[src/rtl/strobe_cal_pkg.sv]
package strobe_cal_pkg;

  typedef enum logic [2:0] {
    SW_IDLE,
    SW_RD_ORIG,
    SW_WR_CODE,
    SW_UPD_CODE,
    SW_TEST,
    SW_PICK,
    SW_WR_FINAL,
    SW_UPD_FINAL
  } sweep_state_e;

  typedef enum logic [1:0] {
    BM_IDLE,
    BM_CMD,
    BM_RDATA
  } bus_state_e;

endpackage

[src/rtl/scm_bus_master.sv]
module scm_bus_master
  import strobe_cal_pkg::*;
#(
  parameter int ADDR_W = 8,
  parameter int DATA_W = 16
) (
  input  logic              clk,
  input  logic              rst,
  input  logic              req,
  input  logic              req_write,
  input  logic [ADDR_W-1:0] req_addr,
  input  logic [DATA_W-1:0] req_wdata,
  output logic              ack,
  output logic [DATA_W-1:0] ack_rdata,
  output logic [ADDR_W-1:0] bus_addr,
  output logic [DATA_W-1:0] bus_wdata,
  output logic              bus_write,
  output logic              bus_read,
  input  logic              bus_wait,
  input  logic [DATA_W-1:0] bus_rdata,
  input  logic              bus_rvalid
);

  bus_state_e st;

  always_ff @(posedge clk) begin
    if (rst) begin
      st        <= BM_IDLE;
      bus_addr  <= '0;
      bus_wdata <= '0;
      bus_write <= 1'b0;
      bus_read  <= 1'b0;
      ack       <= 1'b0;
      ack_rdata <= '0;
    end else begin
      ack <= 1'b0;
      case (st)
        BM_IDLE: begin
          if (req) begin
            bus_addr  <= req_addr;
            bus_wdata <= req_write ? req_wdata : '0;
            bus_write <= req_write;
            bus_read  <= ~req_write;
            st        <= BM_CMD;
          end
        end
        BM_CMD: begin
          if (!bus_wait) begin
            bus_write <= 1'b0;
            bus_read  <= 1'b0;
            if (bus_write) begin
              ack <= 1'b1;
              st  <= BM_IDLE;
            end else begin
              st <= BM_RDATA;
            end
          end
        end
        BM_RDATA: begin
          if (bus_rvalid) begin
            ack_rdata <= bus_rdata;
            ack       <= 1'b1;
            st        <= BM_IDLE;
          end
        end
        default: st <= BM_IDLE;
      endcase
    end
  end

  // the access is held steady while the slave stalls it
  p_hold_on_wait_r4: assert property (@(posedge clk) disable iff (rst)
    ((bus_write || bus_read) && bus_wait) |=>
      (bus_write == $past(bus_write)) && (bus_read == $past(bus_read)) &&
      $stable(bus_addr) && $stable(bus_wdata));

  // the read and write strobes never overlap
  p_strobe_excl_r10: assert property (@(posedge clk) disable iff (rst)
    !(bus_write && bus_read));

  p_ack_single_r4: assert property (@(posedge clk) disable iff (rst)
    ack |=> !ack);

endmodule

[src/rtl/scm_window_tracker.sv]
module scm_window_tracker #(
  parameter int CODE_W = 8
) (
  input  logic              clk,
  input  logic              rst,
  input  logic              clear,
  input  logic              sample,
  input  logic [CODE_W-1:0] code,
  input  logic              pass,
  output logic              found,
  output logic              closed,
  output logic [CODE_W-1:0] start_code,
  output logic [CODE_W-1:0] end_code,
  output logic [CODE_W:0]   width,
  output logic [CODE_W-1:0] center
);

  localparam int WW = CODE_W + 1;

  logic [WW-1:0] span;
  logic [WW-1:0] mid;

  always_ff @(posedge clk) begin
    if (rst || clear) begin
      found      <= 1'b0;
      closed     <= 1'b0;
      start_code <= '0;
      end_code   <= '0;
    end else if (sample && !closed) begin
      if (pass) begin
        if (!found) begin
          found      <= 1'b1;
          start_code <= code;
        end
        end_code <= code;
      end else if (found) begin
        closed <= 1'b1;
      end
    end
  end

  always_comb begin
    span   = {1'b0, end_code} - {1'b0, start_code} + WW'(1);
    width  = found ? span : '0;
    mid    = {1'b0, start_code} + {1'b0, width[WW-1:1]};
    center = mid[CODE_W-1:0];
  end

  // once the first window has closed it stays closed until cleared
  p_closed_sticky_r6: assert property (@(posedge clk) disable iff (rst)
    (closed && !clear) |=> closed);

  // the window end never precedes its start
  p_end_after_start_r6: assert property (@(posedge clk) disable iff (rst)
    found |-> (end_code >= start_code));

  p_closed_needs_found_r6: assert property (@(posedge clk) disable iff (rst)
    closed |-> found);

endmodule

[src/rtl/strobe_cal_sweeper.sv]
module strobe_cal_sweeper
  import strobe_cal_pkg::*;
#(
  parameter int ADDR_W    = 8,
  parameter int DATA_W    = 16,
  parameter int CODE_W    = 8,
  parameter int CODE_MIN  = 4,
  parameter int CODE_MAX  = 60,
  parameter int CODE_STEP = 2,
  parameter logic [ADDR_W-1:0] DELAY_REG_ADDR = 'h10,
  parameter logic [ADDR_W-1:0] APPLY_REG_ADDR = 'h11
) (
  input  logic              clk,
  input  logic              rst,
  input  logic              start,
  output logic [ADDR_W-1:0] reg_addr,
  output logic [DATA_W-1:0] reg_wdata,
  output logic              reg_write,
  output logic              reg_read,
  input  logic              reg_wait,
  input  logic [DATA_W-1:0] reg_rdata,
  input  logic              reg_rvalid,
  output logic              test_start,
  input  logic              test_done,
  input  logic              test_pass,
  output logic              cal_busy,
  output logic              cal_done,
  output logic              cal_pass,
  output logic [CODE_W-1:0] win_start,
  output logic [CODE_W-1:0] win_end,
  output logic [CODE_W-1:0] win_center,
  output logic [CODE_W:0]   win_width
);

  localparam int CW1 = CODE_W + 1;
  localparam logic [CW1-1:0]    MAX_EXT  = CW1'(CODE_MAX);
  localparam logic [CW1-1:0]    STEP_EXT = CW1'(CODE_STEP);
  localparam logic [CODE_W-1:0] MIN_CODE = CODE_W'(CODE_MIN);

  sweep_state_e state;
  logic              pend;
  logic [CODE_W-1:0] code;
  logic [CODE_W-1:0] orig_code;
  logic [CODE_W-1:0] fin_code;

  logic              acc_req, acc_write, acc_ack, acc_is;
  logic [ADDR_W-1:0] acc_addr;
  logic [DATA_W-1:0] acc_wdata, acc_rdata;
  logic [CODE_W-1:0] sel_code;
  logic [DATA_W-1:0] sel_wide;
  logic [CODE_W-1:0] rd_code;
  logic              is_apply;

  logic              test_wait, smp, closing, last_code, trk_clear;
  logic [CW1-1:0]    next_ext;

  logic              trk_found, trk_closed;
  logic [CODE_W-1:0] trk_start, trk_end, trk_center;
  logic [CODE_W:0]   trk_width;

  // width adaptation between code and register data
  generate
    if (DATA_W > CODE_W) begin : g_wide_bus
      assign sel_wide = {{(DATA_W-CODE_W){1'b0}}, sel_code};
      assign rd_code  = acc_rdata[CODE_W-1:0];
    end else begin : g_narrow_bus
      assign sel_wide = sel_code[DATA_W-1:0];
      assign rd_code  = CODE_W'(acc_rdata);
    end
  endgenerate

  always_comb begin
    acc_is    = (state == SW_RD_ORIG) || (state == SW_WR_CODE) ||
                (state == SW_UPD_CODE) || (state == SW_WR_FINAL) ||
                (state == SW_UPD_FINAL);
    acc_req   = acc_is && !pend;
    acc_write = (state != SW_RD_ORIG);
    is_apply  = (state == SW_UPD_CODE) || (state == SW_UPD_FINAL);
    sel_code  = (state == SW_WR_CODE) ? code : fin_code;
    acc_addr  = is_apply ? APPLY_REG_ADDR : DELAY_REG_ADDR;
    acc_wdata = is_apply ? DATA_W'(1) : sel_wide;
    test_wait = (state == SW_TEST) && pend;
    smp       = test_wait && test_done;
    closing   = trk_found && !test_pass;
    next_ext  = {1'b0, code} + STEP_EXT;
    last_code = next_ext > MAX_EXT;
    trk_clear = (state == SW_IDLE) && start;
  end

  scm_bus_master #(
    .ADDR_W(ADDR_W),
    .DATA_W(DATA_W)
  ) u_bus (
    .clk       (clk),
    .rst       (rst),
    .req       (acc_req),
    .req_write (acc_write),
    .req_addr  (acc_addr),
    .req_wdata (acc_wdata),
    .ack       (acc_ack),
    .ack_rdata (acc_rdata),
    .bus_addr  (reg_addr),
    .bus_wdata (reg_wdata),
    .bus_write (reg_write),
    .bus_read  (reg_read),
    .bus_wait  (reg_wait),
    .bus_rdata (reg_rdata),
    .bus_rvalid(reg_rvalid)
  );

  scm_window_tracker #(
    .CODE_W(CODE_W)
  ) u_trk (
    .clk       (clk),
    .rst       (rst),
    .clear     (trk_clear),
    .sample    (smp),
    .code      (code),
    .pass      (test_pass),
    .found     (trk_found),
    .closed    (trk_closed),
    .start_code(trk_start),
    .end_code  (trk_end),
    .width     (trk_width),
    .center    (trk_center)
  );

  // outstanding-request flag shared by bus accesses and tests
  always_ff @(posedge clk) begin
    if (rst) begin
      pend <= 1'b0;
    end else if (acc_ack || smp) begin
      pend <= 1'b0;
    end else if (acc_req || ((state == SW_TEST) && !pend)) begin
      pend <= 1'b1;
    end
  end

  always_ff @(posedge clk) begin
    if (rst) begin
      state      <= SW_IDLE;
      code       <= '0;
      orig_code  <= '0;
      fin_code   <= '0;
      test_start <= 1'b0;
      cal_busy   <= 1'b0;
      cal_done   <= 1'b0;
      cal_pass   <= 1'b0;
      win_start  <= '0;
      win_end    <= '0;
      win_center <= '0;
      win_width  <= '0;
    end else begin
      test_start <= 1'b0;
      case (state)
        SW_IDLE: begin
          if (start) begin
            cal_busy <= 1'b1;
            cal_done <= 1'b0;
            state    <= SW_RD_ORIG;
          end
        end
        SW_RD_ORIG: begin
          if (acc_ack) begin
            orig_code <= rd_code;
            code      <= MIN_CODE;
            state     <= SW_WR_CODE;
          end
        end
        SW_WR_CODE: if (acc_ack) state <= SW_UPD_CODE;
        SW_UPD_CODE: if (acc_ack) state <= SW_TEST;
        SW_TEST: begin
          if (!pend) begin
            test_start <= 1'b1;
          end else if (smp) begin
            if (closing || last_code) begin
              state <= SW_PICK;
            end else begin
              code  <= next_ext[CODE_W-1:0];
              state <= SW_WR_CODE;
            end
          end
        end
        SW_PICK: begin
          fin_code <= trk_found ? trk_center : orig_code;
          state    <= SW_WR_FINAL;
        end
        SW_WR_FINAL: if (acc_ack) state <= SW_UPD_FINAL;
        SW_UPD_FINAL: begin
          if (acc_ack) begin
            cal_busy   <= 1'b0;
            cal_done   <= 1'b1;
            cal_pass   <= trk_found;
            win_start  <= trk_found ? trk_start : '0;
            win_end    <= trk_found ? trk_end : '0;
            win_center <= trk_found ? trk_center : '0;
            win_width  <= trk_width;
            state      <= SW_IDLE;
          end
        end
        default: state <= SW_IDLE;
      endcase
    end
  end

  // each test request is a single-cycle pulse
  p_test_pulse_r3: assert property (@(posedge clk) disable iff (rst)
    test_start |=> !test_start);

  // tests only run on codes inside the sweep range
  p_code_range_r3: assert property (@(posedge clk) disable iff (rst)
    test_start |-> (code >= MIN_CODE) && ({1'b0, code} <= MAX_EXT));

  // the reported centre lies in the reported window
  p_center_inside_r7: assert property (@(posedge clk) disable iff (rst)
    (cal_done && cal_pass) |-> (win_center >= win_start) && (win_center <= win_end));

  // a failed calibration reports an empty window
  p_fail_empty_r8: assert property (@(posedge clk) disable iff (rst)
    (cal_done && !cal_pass) |-> (win_width == '0));

  // done and busy are exclusive
  p_done_not_busy_r9: assert property (@(posedge clk) disable iff (rst)
    !(cal_done && cal_busy));

endmodule

[config.mk]
export PLATFORM = sky130hd
export DESIGN_NAME = strobe_cal_sweeper
export DESIGN_NICKNAME = d
export VERILOG_FILES = /design/src/rtl/strobe_cal_pkg.sv /design/src/rtl/scm_bus_master.sv /design/src/rtl/scm_window_tracker.sv /design/src/rtl/strobe_cal_sweeper.sv
export SDC_FILE = /design/constraint.sdc
export NUM_CORES = 1
export LEC_CHECK = 0
export CORE_ASPECT_RATIO = 1.75
export CORE_MARGIN = 1.5
export CORE_UTILIZATION = 55
export CTS_BUF_LIST = sky130_fd_sc_hd__clkbuf_16
export DETAILED_ROUTE_END_ITERATION = 6
export PLACE_DENSITY = 0.81
export SETUP_SLACK_MARGIN = 0.1
export SLEW_MARGIN = 30
export SYNTH_ARGS = -nofsm -noshare
export SYNTH_HDL_FRONTEND = slang
export SYNTH_HIERARCHICAL = 1
export SYNTH_SLANG_ARGS = --single-unit
[constraint.sdc]
create_clock -name clk -period 4.65 [get_ports clk]
set_input_delay 0.93 -clock clk [delete_from_list [all_inputs] [get_ports clk]]
set_output_delay 0.93 -clock clk [all_outputs]
set_load 0.01 [all_outputs]
# [After elaboration in Yosys (flattened, before gate mapping)]
# Cells that the tools add are included.
[classes] addsub=4 order_cmp=1 eq_ne=22 mux=45 n_bitwise=4 reduce_logical=38
[ops] operator="$mux 8" count=11
[ops] operator="$mux 3" count=9
[ops] operator="$pmux 3 s8" count=1
[ops] operator="$pmux 8 s2" count=1
[ops] operator="$reduce_and 3->1" count=5
[ops] operator="$ne 2x2->1 const B" count=7
[ops] operator="$eq 3x3->1 const B" count=4
[ops] operator="$mux 1" count=12
[ops] operator="$ne 2x1->1 const B" count=5
[ops] operator="$pmux 1 s2" count=5
[ops] operator="$reduce_and 2->1" count=5
[ops] operator="$add 8x2->9 const B" count=1
[ops] operator="$add 9x1->9 const B" count=1
[ops] operator="$gt 9x6->1 const B" count=1
[ops] operator="$logic_or 1x1->1" count=9
[ops] operator="$mux 9" count=1
[ops] operator="$sub 8x8->9" count=1
[ops] operator="$add 8x8->8" count=1
[ops] operator="$mux 2" count=4
[ops] operator="$reduce_and 8->1" count=1
[ops] operator="$logic_and 1x1->1" count=7
[ops] operator="$eq 3x2->1 const B" count=2
[ops] operator="$pmux 2 s3" count=1
[ops] operator="$reduce_bool 2->1" count=3
[ops] operator="10 further kinds" count=16
[word_totals] regBits=120 inputBits=23 wordCells=138

# [Logic depth before layout (Yosys ltp)]
[logic_depth] depth_word=8 mapped_depth=18 depth_no_buf=18

# [Cells and area by module]
# Netlist, hierarchy kept.
[by_module_without_submodules] mod="strobe_cal_sweeper" n_inst=1 cells_each=347 area_each_um2=2765.2 seq_area_each_um2=1281.2
[by_module_without_submodules] mod="scm_bus_master" n_inst=1 cells_each=211 area_each_um2=1711.6 seq_area_each_um2=900.9
[by_module_without_submodules] mod="scm_window_tracker" n_inst=1 cells_each=179 area_each_um2=1426.4 seq_area_each_um2=360.3

# [Least setup slack after synthesis]
# Ideal clock, no wire load.
[synth_timing] path_type="flip-flop to flip-flop" startpoint="register u_trk.end_code[1]" endpoint="register fin_code[7]" setup_ns=0.086 arrival_time_ns=3.569 required_ns=4.564 path_slack_ns=0.996 stages_incl_launch_ff=19 period_less_slack_ns=3.654 cell_sequence="dfxtp_1 inv_1 ha_1 inv_1 ha_1 inv_1 fa_1 nor2b_1 o21ai_1 a21oi_1 nor3_1 or3b_1 ha_1 or4_1 o22ai_1 xnor2_1 xnor2_1 mux2i_1 a211oi_1"
[synth_via] elab_chain_len=5
[synth_lines] item="from (decl)" line="scm_window_tracker.sv:13" source="output logic [CODE_W-1:0] end_code,"
[synth_lines] item="from (signal assigned)" line="scm_window_tracker.sv:35" source="end_code <= code;"
[synth_lines] item="$sub 8x8->9" line="scm_window_tracker.sv:43" source="span = {1'b0, end_code} - {1'b0, start_code} + WW'(1);"
[synth_lines] item="$add 9x1->9" line="scm_window_tracker.sv:43"
[synth_lines] item="$mux 9" line="scm_window_tracker.sv:44" source="width = found ? span : '0;"
[synth_lines] item="net trk_width[7]" line="strobe_cal_sweeper.sv:59" source="logic [CODE_W:0] trk_width;"
[synth_lines] item="$add 8x8->8" line="scm_window_tracker.sv:45" source="mid = {1'b0, start_code} + {1'b0, width[WW-1:1]};"
[synth_lines] item="net trk_center[7]" line="strobe_cal_sweeper.sv:58" source="logic [CODE_W-1:0] trk_start, trk_end, trk_center;"
[synth_lines] item="$mux 8" line="strobe_cal_sweeper.sv:185" source="fin_code <= trk_found ? trk_center : orig_code;"
[synth_lines] item="to (signal assigned)" line="strobe_cal_sweeper.sv:185"
[synth_lines] item="to (decl)" line="strobe_cal_sweeper.sv:44" source="logic [CODE_W-1:0] fin_code;"
# The timed path passes the listed nets, and every way through them passes these cells.
# A chain may end at the register's enable or synchronous reset.

# [Worst setup path in the final report]
[layout_timing] startpoint="register u_trk.start_code[1]" endpoint="register fin_code[7]"
[layout_via] elab_chain_len=5
[layout_lines] item="from (decl)" line="scm_window_tracker.sv:12" source="output logic [CODE_W-1:0] start_code,"
[layout_lines] item="from (signal assigned)" line="scm_window_tracker.sv:33" source="start_code <= code;"
[layout_lines] item="$sub 8x8->9" line="scm_window_tracker.sv:43"
[layout_lines] item="$add 9x1->9" line="scm_window_tracker.sv:43"
[layout_lines] item="$mux 9" line="scm_window_tracker.sv:44"
[layout_lines] item="net trk_width[7]" line="strobe_cal_sweeper.sv:59"
[layout_lines] item="$add 8x8->8" line="scm_window_tracker.sv:45"
[layout_lines] item="net trk_center[7]" line="strobe_cal_sweeper.sv:58"
[layout_lines] item="$mux 8" line="strobe_cal_sweeper.sv:185"
# The timed path passes the listed nets, and every way through them passes these cells.

==> impl_metrics.yaml <==
floorplan:
  start_util: 0.569
  rows: 48
  ios: 86
  coreArea_um2: 9910
  die-area_um2: 10900
  die_height_um: 137
  die_w_um: 79.6
logic_synthesis:
  avgSynthCellArea_um2: 8.00
  syn_area_um2: 5640
  yosys_warnings: 6
  synthCells: 705
sta:
  hold_viol: 0
  slew_headroom: 0.428
  rsz0062_at_grt: "no"
  min_period_ns: 4.22
  fin_crit_sh: 0.907
  fin_skew_ns: 0.00689
  max_freq_mhz: 237
  fin_setup_tns_ns: 0
  setup_viol: 0
  drv_slew: 0
  worst_pin_slew_ns: 0.858
layout:
  top_regs: "u_bus/bus_wdata x16, win_width x9"
  fin_cells: 911
  antenna-diode-count: 0
  layout.nets: 826
  largest_reg_flops: 16
  regArea_um2: 2380
  fill_cells: 813
  max_flop_register: "u_bus/bus_wdata"
  drive_gt1_frac: 0.0623
  multi_input_area_um2: 2970
  syn_to_final_growth_pct: 24.1
power:
  netSwitchingPower_w: 0.000597
  powerDensity_nw_per_um2: 358
  peakVddDrop_mv: 0.369
  p_leak_nw: 2.52
  p_clk_frac: 0.484
  intPower_w: 0.00191
  swShare: 0.238
  p_seq_frac: 0.427
  power_frac_comb: 0.089
critical_path:
  worst-path-max-fanout: 5
  cp-endpoint: "fin_code[7]$_SDFFE_PP0P_"
  worstRegToRegCells: 17
  start_kind: "flip-flop"
  cp-startpoint: "u_trk/start_code[1]$_SDFFE_PP0P_"
  worstPathBufferInverterCount: 2
  cp.depth: 17
  required_ns: 4.98
  max_stage_delay_ns: 0.51
  rr_endpoint: "fin_code[7]$_SDFFE_PP0P_"
  critPathSlowestCell: "or4_1"
  crit_arrival_ns: 4.55
  cp_cell_sequence: "ha_1 > inv_1 > ha_1 > inv_1 > fa_1 > nor2b_1 > o21ai_1 > a21oi_1 > nor3_1 > or3b_1 > ha_1 > or4_1 > o22ai_1 > xnor2_1 > xnor2_1 > mux2i_1 > a211oi_1"
  r2r_setup_slack_ns: 0.43
  path_class: "reg2reg"
  cp-end-kind: "flip-flop"
  cpLargestDelayFamily: "simple AND/OR/NAND/NOR gates"
  regToRegStartpoint: "u_trk/start_code[1]$_SDFFE_PP0P_"
  crit_top_cell: "ha_1"
place:
  hpwl_mm: 10.4
  place_inst: 880
  io_buffers: 77
  routabilityCongestion: 0.925
global_route:
  grt_pass1_wl_mm: 23.4
  grt_usage: 0.280
  grt_start_max_net_pins: 60
  grt_pass1_vias: 4998
  antenna_found_initial: 0
  globalRouteOverflowTotal: 0
clock_network:
  clk_pin_slew_ns: 0.05
  clock_latency_ns: 0.42
  hold_buffers: 0
  post_cts_resize_count: 0
  clockBufferDepth: 2
  cts_tree: "done"
  cts_htree_levels: 4
  root_buffer: "clkbuf_16"
  cts_buffers: 17
  postCtsSetupBuffers: 0
  cts_sinks: 119
status:
  status: "complete, no violations"
hold_path:
  hp-class: "reg2reg"
  hold_start: "win_end[7]$_SDFFE_PP0P_"
job:
  maxCapViolCount: 0
routing:
  drc_errors: 0
  avgViaCountPerCell: 5.58
  ant_nets: 0
  avgRoutedWirePerCell_um: 15.8
  wl_mm: 14.4
  first_pass_iters: 6
  via_count: 5086
  drt_iter0_markers: 265
final cells by class:
cell class	instances	area share
Clock buffer	17	0.0607
Clock inverter	14	0.0170
Timing Repair Buffer	82	0.115
Tap cell	125	0.0223
Multi-Input combinational cell	516	0.424
Inverter	38	0.0204
Sequential cell	119	0.340
cell usage in the layout, fill, tap and decap left out, drive strengths merged, types with 2 or more instances in the layout:
master and count:
conb 17, a211oi 14, a21o 2, or3b 2
clkinv 9, nand2b 3, o21ai 24, a22oi 7
o31ai 2, mux2i 19, or3 5, nor3b 3
nand2 133, xor2 2, ha 27, and3 3
nand3 48, and2 7, a21boi 2, or2 3
clkbuf 17, or4b 3, nor3 11, a21oi 100
xnor2 5, clkdlybuf4s50 76, dfxtp 119, nor2b 7
inv 40, nand3b 4, o22ai 8, fa 2
or4 2, bufinv 2, buf 6, o211ai 3
nor2 38
metal layers:
metal	global-route usage	routed length, um	share of wire
met1	0.274	5230	0.36
met2	0.500	7520	0.52
met3	0.0593	681	0.047
met4	0.215	992	0.069
met5	0	0	0
how the worst min path moves through the flow:
| stage | endpoint | slack (ns) | cells after the start |
|---|---|---|---|
| detailed placement | orig_code[4]$_SDFFE_PP0P_ | 0.44 | 2 |
| floorplan | u_trk/closed$_SDFFE_PP0P_ | 0.43 | 2 |
| global route | orig_code[4]$_SDFFE_PP0P_ | 0.46 | 2 |
| CTS | win_end[4]$_SDFFE_PP0P_ | 0.45 | 2 |
| finish | win_end[7]$_SDFFE_PP0P_ | 0.45 | 2 |
| global placement | win_start[7]$_SDFFE_PP0P_ | 0.44 | 2 |
stage by stage:
stage | worst slack (ns) | utilization | hold WS, ns | area [um^2] | power, W
2_1_floorplan | 0.996 | - | 0.428 | 5700 | 0.00125
3_3_place_gp | 0.677 | 0.651 | 0.439 | 6450 | 0.00130
3_5_place_dp | 0.508 | 0.652 | 0.444 | 6460 | 0.00131
4_1_cts | 0.470 | 0.707 | 0.451 | 7000 | 0.00252
5_1_grt | 0.104 | 0.707 | 0.459 | 7000 | 0.00259
6_report | 0.431 | 0.707 | 0.450 | 7000 | 0.00251
power groups by stage:
stage	logic, W	registers, W	clock network (W)
3_3_place_gp	0.000215	0.00109	0
3_5_place_dp	0.000223	0.00109	0
5_1_grt	0.000247	0.00107	0.00127
6_report	0.000224	0.00107	0.00121
4_1_cts	0.000224	0.00107	0.00122
2_1_floorplan	0.000156	0.00109	0
worst min-delay path, stage by stage, from the launching register on:
cell and delay [ns]:
dfxtp_1 0.31, nand2_1 0.05, a21oi_1 0.05
Power figures use the tool's default switching activity.
